## src/rtl/mlpwm_pkg.sv

```systemverilog
package mlpwm_pkg;
  localparam int PHASES = 3;
  typedef enum logic {
    DIR_UP   = 1'b0,
    DIR_DOWN = 1'b1
  } ramp_dir_e;
endpackage

```

## src/rtl/mlpwm_carrier.sv

```systemverilog
// Symmetric up/down counter shared by every stacked carrier.
module mlpwm_carrier #(
  parameter int CNT_W = 10
) (
  input  logic             clk,
  input  logic             rst,
  input  logic [CNT_W-1:0] half_period,
  output logic [CNT_W-1:0] cnt,
  output logic [CNT_W-1:0] hp_eff,
  output logic             valley
);
  import mlpwm_pkg::*;

  localparam logic [CNT_W-1:0] HP_MIN = CNT_W'(1);

  logic [CNT_W-1:0] cnt_q;
  logic [CNT_W-1:0] hp_q;
  logic [CNT_W-1:0] hp_in_cl;
  ramp_dir_e        dir_q;

  assign valley   = (cnt_q == '0);
  assign hp_in_cl = (half_period == '0) ? HP_MIN : half_period;
  // The period setting is live only at the valley, held otherwise.
  assign hp_eff   = valley ? hp_in_cl : hp_q;
  assign cnt      = cnt_q;

  always_ff @(posedge clk) begin
    if (rst) begin
      cnt_q <= '0;
      hp_q  <= HP_MIN;
      dir_q <= DIR_UP;
    end else begin
      if (valley) begin
        hp_q <= hp_in_cl;
      end
      if (dir_q == DIR_UP) begin
        cnt_q <= cnt_q + HP_MIN;
        if (cnt_q + HP_MIN == hp_eff) begin
          dir_q <= DIR_DOWN;
        end
      end else begin
        cnt_q <= cnt_q - HP_MIN;
        if (cnt_q == HP_MIN) begin
          dir_q <= DIR_UP;
        end
      end
    end
  end
endmodule

```

## src/rtl/mlpwm_sample_hold.sv

```systemverilog
// Captures each duty word at the carrier valley and presents it for the period.
module mlpwm_sample_hold #(
  parameter int W = 13,
  parameter int N = 3
) (
  input  logic         clk,
  input  logic         rst,
  input  logic         valley,
  input  logic [W-1:0] d_in  [N],
  output logic [W-1:0] d_eff [N]
);
  for (genvar g = 0; g < N; g++) begin : g_hold
    logic [W-1:0] hold_q;
    always_ff @(posedge clk) begin
      if (rst) begin
        hold_q <= '0;
      end else if (valley) begin
        hold_q <= d_in[g];
      end
    end
    assign d_eff[g] = valley ? d_in[g] : hold_q;
  end
endmodule

```

## src/rtl/mlpwm_level_slicer.sv

```systemverilog
// Quantises one scaled duty against the stacked carriers.
module mlpwm_level_slicer #(
  parameter int LEVELS = 5,
  parameter int DUTY_W = 12,
  parameter int CNT_W  = 10,
  localparam int SW    = $clog2(LEVELS)
) (
  input  logic              clk,
  input  logic              rst,
  input  logic [DUTY_W:0]   duty,
  input  logic [CNT_W-1:0]  cnt,
  input  logic [CNT_W-1:0]  hp,
  output logic [SW-1:0]     level_nxt,
  output logic [SW-1:0]     level_q
);
  localparam int SCW = DUTY_W + 1 + SW;
  localparam int KW  = SCW - DUTY_W;
  localparam int PW  = DUTY_W + CNT_W;
  localparam logic [DUTY_W:0] ONE   = {1'b1, {DUTY_W{1'b0}}};
  localparam logic [SCW-1:0]  SCALE = SCW'(LEVELS - 1);
  localparam logic [KW-1:0]   TOP   = KW'(LEVELS - 1);

  logic [DUTY_W:0]   duty_sat;
  logic [SCW-1:0]    scaled;
  logic [KW-1:0]     band;
  logic [DUTY_W-1:0] frac;
  logic [PW-1:0]     frac_x_hp;
  logic [PW-1:0]     cnt_x_one;
  logic              above;
  logic [KW-1:0]     level_raw;

  always_comb begin
    duty_sat  = (duty > ONE) ? ONE : duty;
    scaled    = SCW'(duty_sat) * SCALE;
    band      = scaled[SCW-1:DUTY_W];
    frac      = scaled[DUTY_W-1:0];
    // frac/2^W > cnt/hp, cross-multiplied to avoid a divider
    frac_x_hp = PW'(frac) * PW'(hp);
    cnt_x_one = {cnt, {DUTY_W{1'b0}}};
    above     = frac_x_hp > cnt_x_one;
    level_raw = band + KW'(above);
    level_nxt = (level_raw > TOP) ? TOP[SW-1:0] : level_raw[SW-1:0];
  end

  always_ff @(posedge clk) begin
    if (rst) begin
      level_q <= '0;
    end else begin
      level_q <= level_nxt;
    end
  end
endmodule

```

## src/rtl/mlpwm_state_pack.sv

```systemverilog
// Packs the three phase states into a base-LEVELS index.
module mlpwm_state_pack #(
  parameter int LEVELS = 5,
  localparam int SW    = $clog2(LEVELS),
  localparam int IW    = $clog2(LEVELS * LEVELS * LEVELS)
) (
  input  logic          clk,
  input  logic          rst,
  input  logic [SW-1:0] lv_a,
  input  logic [SW-1:0] lv_b,
  input  logic [SW-1:0] lv_c,
  output logic [IW-1:0] idx_q
);
  localparam logic [IW-1:0] RADIX = IW'(LEVELS);

  logic [IW-1:0] idx_nxt;

  always_comb begin
    idx_nxt = (IW'(lv_a) * RADIX + IW'(lv_b)) * RADIX + IW'(lv_c);
  end

  always_ff @(posedge clk) begin
    if (rst) begin
      idx_q <= '0;
    end else begin
      idx_q <= idx_nxt;
    end
  end
endmodule

```

## src/rtl/mlpwm_modulator.sv

```systemverilog
module mlpwm_modulator #(
  parameter int LEVELS = 5,
  parameter int DUTY_W = 12,
  parameter int CNT_W  = 10,
  localparam int SW    = $clog2(LEVELS),
  localparam int IW    = $clog2(LEVELS * LEVELS * LEVELS)
) (
  input  logic              clk,
  input  logic              rst,
  input  logic [DUTY_W:0]   duty_a,
  input  logic [DUTY_W:0]   duty_b,
  input  logic [DUTY_W:0]   duty_c,
  input  logic [CNT_W-1:0]  half_period,
  output logic [SW-1:0]     state_a,
  output logic [SW-1:0]     state_b,
  output logic [SW-1:0]     state_c,
  output logic [IW-1:0]     state_index
);
  import mlpwm_pkg::*;

  logic [CNT_W-1:0] car_cnt;
  logic [CNT_W-1:0] car_hp;
  logic             valley;
  logic [DUTY_W:0]  duty_in  [PHASES];
  logic [DUTY_W:0]  duty_eff [PHASES];
  logic [SW-1:0]    lv_nxt   [PHASES];
  logic [SW-1:0]    lv_q     [PHASES];

  assign duty_in[0] = duty_a;
  assign duty_in[1] = duty_b;
  assign duty_in[2] = duty_c;

  mlpwm_carrier #(.CNT_W(CNT_W)) u_car (
    .clk         (clk),
    .rst         (rst),
    .half_period (half_period),
    .cnt         (car_cnt),
    .hp_eff      (car_hp),
    .valley      (valley)
  );

  mlpwm_sample_hold #(.W(DUTY_W + 1), .N(PHASES)) u_hold (
    .clk    (clk),
    .rst    (rst),
    .valley (valley),
    .d_in   (duty_in),
    .d_eff  (duty_eff)
  );

  for (genvar p = 0; p < PHASES; p++) begin : g_phase
    mlpwm_level_slicer #(
      .LEVELS (LEVELS),
      .DUTY_W (DUTY_W),
      .CNT_W  (CNT_W)
    ) u_slice (
      .clk       (clk),
      .rst       (rst),
      .duty      (duty_eff[p]),
      .cnt       (car_cnt),
      .hp        (car_hp),
      .level_nxt (lv_nxt[p]),
      .level_q   (lv_q[p])
    );
  end

  mlpwm_state_pack #(.LEVELS(LEVELS)) u_pack (
    .clk   (clk),
    .rst   (rst),
    .lv_a  (lv_nxt[0]),
    .lv_b  (lv_nxt[1]),
    .lv_c  (lv_nxt[2]),
    .idx_q (state_index)
  );

  assign state_a = lv_q[0];
  assign state_b = lv_q[1];
  assign state_c = lv_q[2];
endmodule

```

## config.mk

```make
export PLATFORM = sky130hd
export DESIGN_NAME = mlpwm_modulator
export DESIGN_NICKNAME = d
export VERILOG_FILES = /design/src/rtl/mlpwm_pkg.sv /design/src/rtl/mlpwm_carrier.sv /design/src/rtl/mlpwm_sample_hold.sv /design/src/rtl/mlpwm_level_slicer.sv /design/src/rtl/mlpwm_state_pack.sv /design/src/rtl/mlpwm_modulator.sv
export SDC_FILE = /design/constraint.sdc
export NUM_CORES = 1
export LEC_CHECK = 0
export BUFFER_PORTS_ARGS = -buffer_cell sky130_fd_sc_hd__buf_2
export CORE_ASPECT_RATIO = 1.75
export CORE_MARGIN = 2
export CORE_UTILIZATION = 45
export DETAILED_ROUTE_END_ITERATION = 10
export GPL_TIMING_DRIVEN = 0
export PLACE_DENSITY = 0.58
export SLEW_MARGIN = 20
export SYNTH_ARGS = -nofsm -noshare
export SYNTH_HDL_FRONTEND = slang
export SYNTH_SLANG_ARGS = --single-unit
```

## constraint.sdc

```tcl
create_clock -name clk -period 12.2 [get_ports clk]
set_input_delay 0.61 -clock clk [delete_from_list [all_inputs] [get_ports clk]]
set_output_delay 0.61 -clock clk [all_outputs]
set_load 0.02 [all_outputs]
```

# Yosys cells after proc, flatten, opt, wreduce, memory -nomap -nowiden
# Index checks and enable logic that the tools add are counted.
[word_totals] word_cells=50 output_inout_bits=16 reg_bits=76 in_bits=51
[op_classes] n_mul=5 addsub=7 magnitude_cmp=9 muxes=15 reduce_logical=2 eq_ne=2
[op_table] cell="$mux 13" count=6
[op_table] cell="$gt 22x22->1" count=3
[op_table] cell="$mul 10x10->20" count=3
[op_table] cell="$gt 13x13->1 const B" count=3
[op_table] cell="$mux 10" count=3
[op_table] cell="$logic_not 10->1" count=2
[op_table] cell="$add 3x1->4" count=3
[op_table] cell="$gt 4x3->1 const B" count=3
[op_table] cell="$add 10x1->10 const B" count=1
[op_table] cell="$eq 10x1->1 const B" count=1
[op_table] cell="$eq 10x10->1" count=1
[op_table] cell="$sub 10x1->10 const B" count=1
[op_table] cell="$mux 3" count=3
[op_table] cell="$add 6x3->7" count=1
[op_table] cell="$add 7x3->7" count=1
[op_table] cell="$mul 7x3->7 const B" count=1
[op_table] cell="$mul 3x3->6 const B" count=1
[op_table] cell="$mux 1" count=3

# Depth between registers and ports, before layout
[logic_depth] word_depth=13 depth_mapped=54 mapped_depth_nobuf=51

# By module
# Synthesis repeated with hierarchy kept, for this count alone.
[hier_totals] hier_cells=1745 area_unflattened_um2=15457.3
[by_module_without_submodules] mod="mlpwm_level_slicer at g_phase[0].u_slice" cells_per_inst=463 n_inst=1 area_each_um2=3931.3 seq_area_each_um2=60.1
[by_module_without_submodules] mod="mlpwm_level_slicer at g_phase[1].u_slice" cells_per_inst=460 n_inst=1 area_each_um2=3927.5 seq_area_each_um2=60.1
[by_module_without_submodules] mod="mlpwm_level_slicer at g_phase[2].u_slice" cells_per_inst=452 n_inst=1 area_each_um2=3852.4 seq_area_each_um2=60.1
[by_module_without_submodules] mod="mlpwm_sample_hold" cells_per_inst=125 n_inst=1 area_each_um2=1559.0 seq_area_each_um2=780.7
[by_module_without_submodules] mod="mlpwm_carrier" cells_per_inst=177 n_inst=1 area_each_um2=1465.2 seq_area_each_um2=420.4
[by_module_without_submodules] mod="mlpwm_state_pack" cells_per_inst=68 n_inst=1 area_each_um2=721.9 seq_area_each_um2=140.1

# Worst setup path before layout
# OpenSTA, ideal clock, no wires.
[synth_timing] path_kind="register to register" startpoint="register u_car.cnt_q[1] (netlist: u_car.cnt[1])" endpoint="register u_pack.idx_q[6]" path_slack_ps=1095 stages_incl_launch_ff=48 setup_ps=128 required_ps=12072 t_arrival_ps=10977 n_path_buf=2 period_less_slack_ps=11105 path_cell_list="dfxtp_1 > inv_1 > ha_1 > nor3b_4 > and3_1 > buf_4 > mux2i_1 > clkbuf_1 > nand3_1 > fa_1 > fa_1 > inv_1 > fa_1 > fa_1 > inv_1 > fa_1 > inv_1 > ha_1 > [... 12 more ...] > a21oi_1 > a21oi_1 > ha_1 > ha_1 > xnor2_1 > and2_1 > ha_1 > ha_1 > fa_1 > ha_1 > ha_1 > ha_1 > a21o_1 > a21oi_1 > o21bai_1 > a21oi_1 > xnor2_1 > nor2_1"
[synth_via] elab_chain_len=13 elab_cells_between_ends=30 cone_classes="add/sub (5); mul (5); order compare (9); mux (10); reduce/logical (1)"
[synth_rtl] element="start: declaration" line="mlpwm_carrier.sv:16" text="logic [CNT_W-1:0] cnt_q;"
[synth_rtl] element="start signal: assignment" line="mlpwm_carrier.sv:37" text="cnt_q <= cnt_q + HP_MIN;"
[synth_rtl] element="start signal: assignment" line="mlpwm_carrier.sv:42" text="cnt_q <= cnt_q - HP_MIN;"
[synth_rtl] element="$logic_not 10->1" line="mlpwm_carrier.sv:21" text="assign valley = (cnt_q == '0);"
[synth_rtl] element="$mux 13" line="mlpwm_sample_hold.sv:21" text="assign d_eff[g] = valley ? d_in[g] : hold_q;"
[synth_rtl] element="$gt 13x13->1" line="mlpwm_level_slicer.sv:33" text="duty_sat = (duty > ONE) ? ONE : duty;"
[synth_rtl] element="$mux 13" line="mlpwm_level_slicer.sv:33"
[synth_rtl] element="$mul 10x10->20" line="mlpwm_level_slicer.sv:38" text="frac_x_hp = PW'(frac) * PW'(hp);"
[synth_rtl] element="$gt 22x22->1" line="mlpwm_level_slicer.sv:40" text="above = frac_x_hp > cnt_x_one;"
[synth_rtl] element="$add 3x1->4 (*)" line="mlpwm_level_slicer.sv:41" text="level_raw = band + KW'(above);"
[synth_rtl] element="$gt 4x3->1" line="mlpwm_level_slicer.sv:42" text="level_nxt = (level_raw > TOP) ? TOP[SW-1:0] : level_raw[SW-1:0];"
[synth_rtl] element="$mux 3 (*)" line="mlpwm_level_slicer.sv:42"
[synth_rtl] element="named net g_phase[0].u_slice.level_nxt[0]" line="mlpwm_level_slicer.sv:13" text="output logic [SW-1:0] level_nxt,"
[synth_rtl] element="$mul 3x3->6 (*)" line="mlpwm_state_pack.sv:19" text="idx_nxt = (IW'(lv_a) * RADIX + IW'(lv_b)) * RADIX + IW'(lv_c);"
[synth_rtl] element="$add 6x3->7 (*)" line="mlpwm_state_pack.sv:19"
[synth_rtl] element="$mul 7x3->7 (*)" line="mlpwm_state_pack.sv:19"
[synth_rtl] element="$add 7x3->7 (*)" line="mlpwm_state_pack.sv:19"
[synth_rtl] element="end signal: assignment" line="mlpwm_state_pack.sv:26" text="idx_q <= idx_nxt;"
[synth_rtl] element="end: declaration" line="mlpwm_state_pack.sv:12" text="output logic [IW-1:0] idx_q"
# The timed path passes the listed nets; every way through them passes the cells marked *.
# A chain may end at the register's enable or synchronous reset.

# Worst setup path after layout
[layout_timing] startpoint="register u_car.cnt_q[0] (netlist: u_car.cnt[0])" endpoint="register u_pack.idx_q[6]"
# Same word-level chain as after synthesis.

==> out/metrics.cfg <==
[timing]
slew_headroom_pct=35.66
maxSlewViolCount=0
fin_hold_ws_ps=479.3
max_freq_mhz=84.95
fin_crit_ps=11770
tightest_slew_ps=938.2
setup_tns_ps=0
setup_viol=0
hold_viol=0
layout_worst_path_cycle_share_pct=96.49
skew_ps=13.69

[floorplanning]
fp.coreArea_um2=32000
initial_core_util_pct=45.35
core.rowCount=87
fp.dieW_um=139.8
die_y_um=241.6
die-area_um2=33760
io_pins=67

[cts]
cts_tree=done
cts_buffer_depth=2
cts-hold-fix-buffers=0
clk_pin_slew_ps=70
cts-root-buf=clkbuf_16
insertion_delay_ps=360
cts_num_sinks=76
htree_levels=3
cts_buffers=9

[grt]
grt_first_pass_wirelength_um=69030
first_global_vias=12890
antenna_found_initial=1
grt_usage_pct=26.36
grt-ovfl-total=0
grt_max_degree=17

[detailed_routing]
ant_nets=0
wl_met1_um=16140
wl_um=45230
via_per_inst=5.553
vias=12520
routed-wl-met3_um=2027
dr.pass1.iters=5
drcViolationCount=0
wire_per_inst_um=20.07
met2_wirelength_um=23470
first_iter_violations=628
highest_layer=met4

[hold_path]
hold_path.class=flip-flop to flip-flop

[final_layout]
area_growth_pct=15.42
nets=2315
fin_util_pct=52.34
final_layout_size_suffix_gt1_share_pct=14.36

[placement]
portBuffers=66
hpwlAfterDp_um=37110
gp_congestion=0.9371

[yosys]
ys_top_cells_by_area=fa_1, ha_1, dfxtp_1
syn_nets=2191
synth_top_area_cell=fa_1
synth_edf_count=0
synth.yosys.seq_area_share_pct=10.48
syn_avg_cell_area_um2=8.418
ys_async_sr_fraction_pct=0
syn_area_um2=14510
synth_ff_type=dfxtp_1
ys_ff_latch=76
synth_top_area_share_pct=25.93
yosysWarnings=0
syn-instance-count=1724
yosys.cell_types.count=72

[worst_setup_path]
critPathLaunchType=flip-flop
path_max_fanout=8
crit_arrival_ps=11980
path_class=flip-flop to flip-flop
crit_top_cell=ha_1
cp_slowest_cell=fa_1
max_stage_delay_ps=560
required_ps=12410
end_kind=flip-flop

[power]
p_leak_nw=8.623
vdd_drop_max_uv=425.8
power_density_nw_per_um2=297.8

[status]
outcome=finished clean

[flow_run]
maxCapViolations=0

[timing repair]
action                                  in CTS  in global routing
gates resized for setup                     82                 89
buffers inserted                             4                 42
pin swaps                                    3                 37
cloned                                       0                  4
endpoints found under the setup margin       5                  5
[worst paths after layout]
path                                    from                          to  slack (ps)  cells after the start
hold / removal    u_hold.g_hold[1].hold_q[0]  u_hold.g_hold[1].hold_q[0]         480                      2
setup / recovery                u_car.cnt[0]             u_pack.idx_q[6]         430                     50
setup reg to reg                u_car.cnt[0]             u_pack.idx_q[6]         430                     50
hold reg to reg   u_hold.g_hold[1].hold_q[0]  u_hold.g_hold[1].hold_q[0]         480                      2
[metrics by stage]
stage	worst slack [ps]	instance area (um2)	total power, mW	instances
finish	428.3	16750	4.988	2254
global route	-87.41	16750	5.593	2254
CTS	3.326	15970	4.736	2209
detailed placement	-1566	15340	4.341	2190
global placement	-1394	15340	4.290	2190
floorplan	1095	14510	3.378	1724
[synthesized netlist by cell type (all sizes together) (29+ instances only)]
master and number:
nor2 286, ha 228, inv 226, nand2 191, fa 188, dfxtp 76
a21oi 55, xnor2 53, mux2i 49, o21ai 35, nor3 34, a21o 29
[layout by cell type, fill, tap and decap left out, types with 8 or more instances in the layout]
cell       instances
nand4_1           10
nor2_1           273
clkbuf_1          10
nor2_4             8
xnor2_1           50
dfxtp_1           74
buf_4             49
buf_12             8
fa_1             187
xor2_1            15
nor3_1            32
inv_1            224
ha_1             223
nand2_1          185
clkbuf_16         12
nor2b_1           12
a21oi_2            8
nand3_1           24
buf_2             71
o21ai_0           32
a21o_1            29
nand2b_1          18
a21oi_1           47
mux2i_4           17
mux2i_1           28
or3_1             17
o21a_1            10
[worst max-delay path, delay by kind of cell (launching register included)]
kind / cells / cell delay [ps]
DFF: 1 / 360
muxes: 1 / 120
and+or+nand+nor: 10 / 2050
xor gates and xnor gates: 3 / 510
buffers and inverters: 8 / 860
adders and majority gates: 16 / 5350
AOI/OAI and AO/OA: 12 / 2370
[registers in the layout (all words and copies together), names as in the netlist]
name,cells
u_hold.g_hold.hold_q,39
u_car.cnt,10
u_car.hp_q,10
g_phase.u_slice.level_q,9
u_pack.idx_q,7
u_car.dir_q,1
[cell type report]
type	count	area [um2]
flip-flops and latches	76	1526
clock inverters	7	70.07
multi-input cells	1374	12410
repair buffers	116	774.5
fillers	3109	15250
diodes	1	2.502
well taps	400	500.5
plain buffers	45	387.9
clock buffers	9	225.2
inverters	226	852.1
[layer usage]
layer | GRT usage [%] | up-vias
met2 | 48.08 | 399
met1 | 28.78 | 6072
met4 | 17.15 | 0
met5 | 0 | -
met3 | 2.376 | 159
li1 | - | 5887
[logic make-up (layout without fill, tap and decap cells)]
group,Yosys count,after routing,share of synthesized area [%]
simple gates,644,644,19.64
flops,76,76,10.48
mux,58,58,4.242
fa+ha+maj,416,416,45.59
other cells,0,1,0
buf+inv,274,403,7.483
compound gates,187,187,8.397
xor+xnor,69,69,4.164
[report_power, final]
part           switching [mW]  internal [mW]  total, mW
logic                    2.47           1.92       4.39
registers              0.0218          0.311      0.333
clock network           0.126          0.143      0.269
No activity file was read; power rests on OpenSTA's default activity.
